`src/rtl/audio_dma_pkg.sv`:
```
`timescale 1ns/1ps
package audio_dma_pkg;
  localparam int PTR_W    = 8;
  localparam int CHUNK_LG = 5;
  localparam int WORD_LG  = 2;
  localparam int BASE_W   = 32;
  localparam int DATA_W   = 32;

  typedef enum logic [1:0] {
    SEL_BASE = 2'd0,
    SEL_FMT  = 2'd1,
    SEL_CTL  = 2'd2
  } reg_sel_e;

  typedef struct packed {
    logic       dir_out;
    logic       stereo;
    logic       wide;
    logic [2:0] slot;
  } fmt_t;

  typedef struct packed {
    logic             en;
    logic [2:0]       size;
    logic [2:0]       tmask;
    logic [PTR_W-1:0] wptr;
    logic [PTR_W-1:0] rptr;
  } ctl_t;
endpackage

```
`src/rtl/audio_dma_regs.sv`:
```
`timescale 1ns/1ps
module audio_dma_regs
  import audio_dma_pkg::*;
(
  input  logic              clk_i,
  input  logic              rst_ni,
  input  logic              we_i,
  input  logic [1:0]        sel_i,
  input  logic [31:0]       wdata_i,
  output logic [BASE_W-1:0] base_o,
  output fmt_t              fmt_o,
  output ctl_t              ctl_o,
  output logic              start_o,
  output logic              stop_o,
  output logic              clr_o
);
  localparam int WP_LO = 8;
  localparam int RP_LO = WP_LO + PTR_W;

  logic  wr_ctl;
  logic  ptrs_zero;
  ctl_t  ctl_q;

  assign wr_ctl    = we_i && (sel_i == SEL_CTL);
  assign ptrs_zero = (wdata_i[RP_LO+PTR_W-1:WP_LO] == '0);
  // enable rising restarts; clearing enable always stops
  assign start_o   = wr_ctl && !wdata_i[0] && wdata_i[1] && !ctl_q.en;
  assign stop_o    = wr_ctl && (wdata_i[0] || !wdata_i[1]);
  assign clr_o     = wr_ctl && (wdata_i[0] || (!wdata_i[1] && ptrs_zero));

  always_ff @(posedge clk_i or negedge rst_ni) begin
    if (!rst_ni) begin
      base_o <= '0;
      fmt_o  <= '0;
      ctl_q  <= '0;
    end else if (we_i) begin
      case (sel_i)
        SEL_BASE: base_o <= wdata_i[BASE_W-1:0];
        SEL_FMT:  fmt_o  <= '{dir_out: wdata_i[0], stereo: wdata_i[1],
                              wide: wdata_i[2], slot: wdata_i[5:3]};
        SEL_CTL: begin
          if (wdata_i[0]) ctl_q <= '0;
          else ctl_q <= '{en: wdata_i[1], size: wdata_i[4:2], tmask: wdata_i[7:5],
                          wptr: wdata_i[WP_LO+PTR_W-1:WP_LO],
                          rptr: wdata_i[RP_LO+PTR_W-1:RP_LO]};
        end
        default: ;
      endcase
    end
  end

  assign ctl_o = ctl_q;
endmodule

```
`src/rtl/audio_dma_ring.sv`:
```
`timescale 1ns/1ps
module audio_dma_ring
  import audio_dma_pkg::*;
#(
  parameter int SIZE_BIAS = 6
) (
  input  logic                      clk_i,
  input  logic                      rst_ni,
  input  logic                      start_i,
  input  logic                      clr_i,
  input  logic                      step_i,
  input  logic                      dir_out_i,
  input  logic [2:0]                size_i,
  input  logic [2:0]                tmask_i,
  input  logic [PTR_W-1:0]          sw_ptr_i,
  output logic [PTR_W+CHUNK_LG-1:0] off_o,
  output logic [PTR_W-1:0]          hw_ptr_o,
  output logic                      may_go_o,
  output logic                      frag_o
);
  localparam int OFF_W = PTR_W + CHUNK_LG;
  localparam int SH_W  = $clog2(OFF_W + 1);

  logic [OFF_W-1:0] off_q, off_nxt, buf_mask, frag_mask;
  logic [SH_W-1:0]  buf_sh;
  logic [PTR_W-1:0] chunk_mask, sw_m, nxt_chunk;
  logic             frag_q;

  assign buf_sh     = SH_W'(OFF_W - SIZE_BIAS) - SH_W'(size_i);
  assign buf_mask   = {OFF_W{1'b1}} >> buf_sh;
  assign frag_mask  = {OFF_W{1'b1}} >> tmask_i;
  assign off_nxt    = (off_q + OFF_W'(1 << WORD_LG)) & buf_mask;
  assign chunk_mask = buf_mask[OFF_W-1:CHUNK_LG];
  assign hw_ptr_o   = off_q[OFF_W-1:CHUNK_LG];
  assign sw_m       = sw_ptr_i & chunk_mask;
  assign nxt_chunk  = (hw_ptr_o + PTR_W'(1)) & chunk_mask;
  // output drains up to sw pointer; input fills until one chunk short of it
  assign may_go_o   = dir_out_i ? (hw_ptr_o != sw_m) : (nxt_chunk != sw_m);

  always_ff @(posedge clk_i or negedge rst_ni) begin
    if (!rst_ni) begin
      off_q  <= '0;
      frag_q <= 1'b0;
    end else begin
      frag_q <= step_i && !(start_i || clr_i) && ((off_nxt & frag_mask) == '0);
      if (start_i || clr_i) off_q <= '0;
      else if (step_i)      off_q <= off_nxt;
    end
  end

  assign off_o  = off_q;
  assign frag_o = frag_q;

  assert_frag_boundary_R6: assert property (@(posedge clk_i) disable iff (!rst_ni)
    frag_q |-> ((off_q & frag_mask) == '0));
endmodule

```
`src/rtl/audio_dma_xfer.sv`:
```
`timescale 1ns/1ps
module audio_dma_xfer
  import audio_dma_pkg::*;
(
  input  logic              clk_i,
  input  logic              rst_ni,
  input  logic              en_i,
  input  logic              dir_out_i,
  input  logic              kill_i,
  input  logic              may_go_i,
  input  logic              tick_i,
  input  logic [DATA_W-1:0] smp_i,
  input  logic [DATA_W-1:0] mem_rdata_i,
  input  logic              mem_ack_i,
  output logic              req_o,
  output logic              we_o,
  output logic              step_o,
  output logic [DATA_W-1:0] wdata_o,
  output logic [DATA_W-1:0] smp_o
);
  logic              req_q, buf_v;
  logic [DATA_W-1:0] buf_q, smp_q;
  logic              ack_ok;

  assign ack_ok = req_q && mem_ack_i;
  assign step_o = ack_ok && !kill_i;

  always_ff @(posedge clk_i or negedge rst_ni) begin
    if (!rst_ni) begin
      req_q <= 1'b0;
      buf_v <= 1'b0;
      buf_q <= '0;
      smp_q <= '0;
    end else if (kill_i) begin
      req_q <= 1'b0;
      buf_v <= 1'b0;
      smp_q <= '0;
    end else if (en_i) begin
      if (dir_out_i) begin
        if (ack_ok) begin
          buf_q <= mem_rdata_i;
          buf_v <= 1'b1;
          req_q <= 1'b0;
        end else if (!req_q && !buf_v && may_go_i) begin
          req_q <= 1'b1;
        end
        // no staged word on a tick: smp_q holds (underflow repeat)
        if (tick_i && buf_v) begin
          smp_q <= buf_q;
          buf_v <= 1'b0;
        end
      end else begin
        if (ack_ok) begin
          buf_v <= 1'b0;
          req_q <= 1'b0;
        end else if (buf_v && !req_q) begin
          req_q <= 1'b1;
        end
        if (tick_i && !buf_v && may_go_i) begin
          buf_q <= smp_i;
          buf_v <= 1'b1;
        end
      end
    end
  end

  assign req_o   = req_q;
  assign we_o    = !dir_out_i;
  assign wdata_o = buf_q;
  assign smp_o   = smp_q;

  assert_idle_zero_R11: assert property (@(posedge clk_i) disable iff (!rst_ni)
    !en_i |-> (smp_q == '0));
  assert_req_hold_R2: assert property (@(posedge clk_i) disable iff (!rst_ni)
    (req_q && !mem_ack_i && !kill_i) |=> req_q);
  assert_fetch_gate_R5: assert property (@(posedge clk_i) disable iff (!rst_ni)
    ($rose(req_q) && dir_out_i) |-> $past(may_go_i));
endmodule

```
`src/rtl/audio_ring_dma.sv`:
```
`timescale 1ns/1ps
module audio_ring_dma
  import audio_dma_pkg::*;
#(
  parameter int ADDR_W = BASE_W + 8
) (
  input  logic              clk_i,
  input  logic              rst_ni,
  input  logic              reg_we_i,
  input  logic [1:0]        reg_sel_i,
  input  logic [31:0]       reg_wdata_i,
  output logic [31:0]       ctl_rd_o,
  output logic [2:0]        slot_o,
  output logic              stereo_o,
  output logic              wide_o,
  output logic              mem_req_o,
  output logic              mem_we_o,
  output logic [ADDR_W-1:0] mem_addr_o,
  output logic [DATA_W-1:0] mem_wdata_o,
  input  logic [DATA_W-1:0] mem_rdata_i,
  input  logic              mem_ack_i,
  input  logic              slot_tick_i,
  input  logic [DATA_W-1:0] smp_i,
  output logic [DATA_W-1:0] smp_o,
  output logic              frag_irq_o
);
  localparam int OFF_W = PTR_W + CHUNK_LG;

  logic [BASE_W-1:0] base;
  fmt_t              fmt;
  ctl_t              ctl;
  logic              start, stop, clr, kill, step, may_go;
  logic [OFF_W-1:0]  off;
  logic [PTR_W-1:0]  hw_ptr, sw_ptr, wfield, rfield;

  audio_dma_regs u_regs (
    .clk_i, .rst_ni,
    .we_i(reg_we_i), .sel_i(reg_sel_i), .wdata_i(reg_wdata_i),
    .base_o(base), .fmt_o(fmt), .ctl_o(ctl),
    .start_o(start), .stop_o(stop), .clr_o(clr)
  );

  assign kill   = start || stop || clr;
  assign sw_ptr = fmt.dir_out ? ctl.wptr : ctl.rptr;

  audio_dma_ring u_ring (
    .clk_i, .rst_ni,
    .start_i(start), .clr_i(clr), .step_i(step),
    .dir_out_i(fmt.dir_out), .size_i(ctl.size), .tmask_i(ctl.tmask),
    .sw_ptr_i(sw_ptr), .off_o(off), .hw_ptr_o(hw_ptr),
    .may_go_o(may_go), .frag_o(frag_irq_o)
  );

  audio_dma_xfer u_xfer (
    .clk_i, .rst_ni,
    .en_i(ctl.en), .dir_out_i(fmt.dir_out), .kill_i(kill),
    .may_go_i(may_go), .tick_i(slot_tick_i), .smp_i(smp_i),
    .mem_rdata_i(mem_rdata_i), .mem_ack_i(mem_ack_i),
    .req_o(mem_req_o), .we_o(mem_we_o), .step_o(step),
    .wdata_o(mem_wdata_o), .smp_o(smp_o)
  );

  assign mem_addr_o = {base, 8'h00} + ADDR_W'(off);
  assign wfield     = fmt.dir_out ? ctl.wptr : hw_ptr;
  assign rfield     = fmt.dir_out ? hw_ptr : ctl.rptr;
  assign ctl_rd_o   = {8'h00, rfield, wfield, ctl.tmask, ctl.size, ctl.en, 1'b0};
  assign slot_o     = fmt.slot;
  assign stereo_o   = fmt.stereo;
  assign wide_o     = fmt.wide;

  assert_reset_bit_R8: assert property (@(posedge clk_i) disable iff (!rst_ni)
    (reg_we_i && reg_sel_i == SEL_CTL && reg_wdata_i[0]) |=> (ctl_rd_o == '0 && !mem_req_o));
endmodule

```
`config.mk`:
```
export PLATFORM = sky130hd
export DESIGN_NAME = audio_ring_dma
export DESIGN_NICKNAME = d
export VERILOG_FILES = /design/src/rtl/audio_dma_pkg.sv /design/src/rtl/audio_dma_regs.sv /design/src/rtl/audio_dma_ring.sv /design/src/rtl/audio_dma_xfer.sv /design/src/rtl/audio_ring_dma.sv
export SDC_FILE = /design/constraint.sdc
export NUM_CORES = 1
export LEC_CHECK = 0
export BUFFER_PORTS_ARGS = -buffer_cell sky130_fd_sc_hd__buf_4
export CAP_MARGIN = 20
export CORE_MARGIN = 1.5
export CORE_UTILIZATION = 50
export CTS_BUF_LIST = sky130_fd_sc_hd__clkbuf_4 sky130_fd_sc_hd__clkbuf_8
export DETAILED_ROUTE_END_ITERATION = 12
export PLACE_DENSITY_LB_ADDON = 0.08
export SYNTH_ARGS = -nofsm -noshare
export SYNTH_HDL_FRONTEND = slang
export SYNTH_SLANG_ARGS = --single-unit
```
`constraint.sdc`:
```
create_clock -name clk_i -period 2.9 [get_ports clk_i]
set_input_delay 0.145 -clock clk_i [delete_from_list [all_inputs] [get_ports clk_i]]
set_output_delay 0.145 -clock clk_i [all_outputs]
set_load 0.02 [all_outputs]
```
==> impl_metrics.tcl <==
set metrics [dict create \
    ir_drop_mv 0.645 \
    worst_slack_ns 0.0739 \
    vias 6613 \
    syn-cell-area_mm2 0.00784 \
    grt_pass1_wl_um 33800 \
    area_growth_pct 35.1 \
    ioPinCount 247 \
    finalSetupTns_ns 0 \
    cts.clk_slew.worst_paths_ns 0.08 \
    power_density_mw_per_mm2 771 \
    max_slew.worst_pin.slew_ns 0.638 \
    period_minus_slack_ns 2.83 \
    worstSetupStartpoint "u_ring.off_o[8]$_DFFE_PN0P_" \
    post-route-period-util_pct 97.5 \
    p_leak_nw 5.14 \
    synth_warnings 0 \
    clockRootBuffer "clkbuf_8" \
    die_w_um 128 \
    async_reset_ff_share_pct 100 \
    yosys_register_bits 139 \
    worst-path-stages 12 \
    overflow 0 \
    synth_cells 764 \
    diodes 0 \
    wire_per_inst_um 17.1 \
    drt_iter0_drc 450 \
    internal_power_w 0.00517 \
    first_pass_iters 8 \
    vias_per_cell 5.32 \
    required_ns 2.76 \
    crit_family "adder cells" \
    crit_path_end "mem_addr_o[36]" \
    cts_tree "yes" \
    initial_utilization_pct 51.4 \
    ant_nets 0 \
    drive_gt1_share_pct 43.0 \
    arrival_ns 2.68 \
    cp-end-kind "output pin" \
    nNetsFinal 1129 \
    numCtsBuffers 17 \
    reg2reg_depth 8 \
    synthDistinctLibCells 58 \
    pwr-share-clk_pct 21.7 \
    wirelength_um 21300 \
    seq_area_frac_synth_pct 44.4 \
    cts.sinks 139 \
    synth_edf_count 0 \
    pre_cts_ws_ns 0.177 \
    place_area_mm2 0.00968 \
    crit_chain "ha_2, inv_2, fa_2, nor2b_2, o21ai_2, a21boi_2, o211ai_1, nor2_2, buf_4, nand3_2, xnor2_1, buf_4" \
    grt_usage_pct 26.3 \
    final-setup-viol-count 0 \
    dp_hpwl_um 15300 \
    r2r-start "u_ring.off_o[7]$_DFFE_PN0P_" \
    routabilityCongestion 0.882 \
    grt_max_degree 66 \
    drv_cap 0 \
    cp_max_fo 4 \
    rrSetupSlack_ns 0.23 \
    reg2reg_to "u_xfer.wdata_o[17]$_DFFE_PN0P_" \
    path_buf_inv 3 \
    slew_headroom_pct 57.5 \
    rsz0062_at_grt "yes" \
    htree_levels 4 \
    layout_commonest_cell "buf_4" \
    power.switching_w 0.00300 \
    cpMostUsedCell "buf_4" \
    seq_area_mm2 0.00348 \
    synth_ff_type "dfrtp_1" \
    fillCellCount 1164 \
    avgSynthCellArea_um2 10.3 \
    core_area_mm2 0.0153 \
    switching_share_pct 36.7 \
    start_kind "flop" \
    clk-insertion-delay-late_ns 0.44 \
    drc 0 \
    slowest_delay_ns 0.37 \
    dieArea_mm2 0.0164 \
    postLayoutCellArea_mm2 0.0106 \
    hold_path.class "in -> reg" \
    io_buffer_count 235 \
    power_frac_comb_pct 40.4 \
    dieHeight_um 128 \
    worst-setup-path-type "reg -> out" \
    cp_slowest_cell "dfrtp_1" \
    hold_viol 0 \
    grt_antenna_before_repair 0 \
    outcome "finished, final reports clean" \
    fmax_ghz 0.354 \
    clockBufferDepth 2 \
    finalMaxSlewViolations 0 \
    layout_common_cells "260 x buf_4, 138 x dfrtp_1, 120 x nand2_1" \
    seqPwrFrac_pct 38.0 \
    finClkSkew_ns 0.0104 \
    rows 45 \
    grt_pass1_vias 6651 \
    multi_input_comb_area_mm2 0.00405 \
]
## cell families after synthesis
kind of cell / Yosys count / share of synthesized area, %
AOI/OAI and AO/OA: 81 / 6.48
DFF: 139 / 44.4
other: 1 / 0.0479
xor gates and xnor gates: 51 / 5.70
adders and majority gates: 8 / 1.37
buffers and inverters: 80 / 5.97
and+or+nand+nor: 289 / 18.1
muxes: 115 / 17.9
## synth_stat cells (2+ instances only)
cell,count,area (um2)
ha_1,7,87.6
inv_1,10,37.5
nor4_1,5,31.3
o22ai_1,3,18.8
o32ai_1,2,17.5
a31oi_1,4,25.0
nand4_2,2,25.0
nand3b_1,3,22.5
nand4_1,8,50.1
buf_4,21,158
nor2_1,26,97.6
and2_1,3,18.8
buf_12,3,60.1
and3_1,9,56.3
dfrtp_1,139,3480
or3_1,3,18.8
clkbuf_1,28,105
a21boi_0,2,15.0
mux2_4,30,450
xor2_1,19,166
nand2_1,120,450
and4_1,3,26.3
buf_6,4,45.0
buf_1,5,18.8
o211ai_1,2,15.0
xnor2_1,32,280
a21oi_1,16,80.1
nor2b_1,5,31.3
mux2_2,84,946
a21o_1,5,37.5
nand2b_1,26,163
or4_1,2,15.0
nand3_1,48,240
buf_2,8,40.0
o21ai_0,36,180
nor3b_1,6,45.0
nor3_1,14,70.1
## layer usage
layer	vias up	track usage [%]	part of all wire, %
li1	3098	-	-
met5	-	0	0
met4	0	9.91	2.2
met1	3230	35.7	44
met3	32	5.01	5.4
met2	253	42.0	48
## state kept, by name, indices dropped and copies added (netlist names), 6 cells and up
| signal | flops |
|---|---|
| u_regs.base_o | 32 |
| u_regs.ctl_o | 23 |
| u_regs.fmt_o | 6 |
| u_ring.off_o | 11 |
| u_xfer.smp_o | 32 |
| u_xfer.wdata_o | 32 |
## area by class of cell
| cell class | count | area share [%] |
|---|---|---|
| flip-flops and latches | 139 | 32.9 |
| clock buffers | 22 | 2.68 |
| inverters | 11 | 0.390 |
| well taps | 211 | 2.49 |
| clock inverters | 10 | 1.54 |
| multi-input cells | 555 | 38.3 |
| repair buffers | 294 | 21.8 |
## through the flow
step / hold WS (ns) / std cells / power, W / utilization, %
floorplan: -0.151 / 774 / 0.00492 / -
global placement: 0.173 / 1175 / 0.00628 / 63.4
detailed placement: 0.189 / 1175 / 0.00638 / 63.4
CTS: 0.0374 / 1239 / 0.00819 / 68.6
global route: 0.0464 / 1242 / 0.00859 / 69.4
finish: 0.0615 / 1242 / 0.00817 / 69.4
## power by group through the flow
stage | clock network [W] | logic, W | registers [W]
final | 0.00177 | 0.00330 | 0.00310
after global routing | 0.00187 | 0.00353 | 0.00319
after CTS | 0.00180 | 0.00330 | 0.00309
after detailed placement | 0 | 0.00326 | 0.00312
after global placement | 0 | 0.00319 | 0.00309
after floorplan | 0 | 0.00138 | 0.00355
## worst register-to-register path, cell delays in order, from the launching register on
cell       delay [ns]
dfrtp_1          0.60
nand3_4          0.20
or3_2            0.51
nand3_1          0.12
nand4_2          0.12
o2111ai_2        0.21
a211o_4          0.17
buf_12           0.25
mux2_2           0.39
## repair_timing
| item | CTS | global route |
|---|---|---|
| hold buffers | 32 | 0 |
| pin swaps | 6 | 8 |
| endpoints found under the setup margin | 19 | 21 |
| endpoints found under the hold margin | 114 | 0 |
| setup buffers | 0 | 3 |
| gates resized for setup | 10 | 20 |
## how the worst min path moves through the flow
stage / startpoint / endpoint / cells after the start
after global placement: rst_ni / u_ring.off_o[12]$_DFFE_PN0P_ / 1
final: smp_i[23] / u_xfer.wdata_o[23]$_DFFE_PN0P_ / 3
after global routing: smp_i[25] / u_xfer.wdata_o[25]$_DFFE_PN0P_ / 3
after detailed placement: rst_ni / u_ring.frag_o$_DFF_PN0_ / 1
after CTS: smp_i[23] / u_xfer.wdata_o[23]$_DFFE_PN0P_ / 3
after floorplan: rst_ni / u_regs.base_o[0]$_DFFE_PN0P_ / 0
No activity file was read; power rests on OpenSTA's default activity.
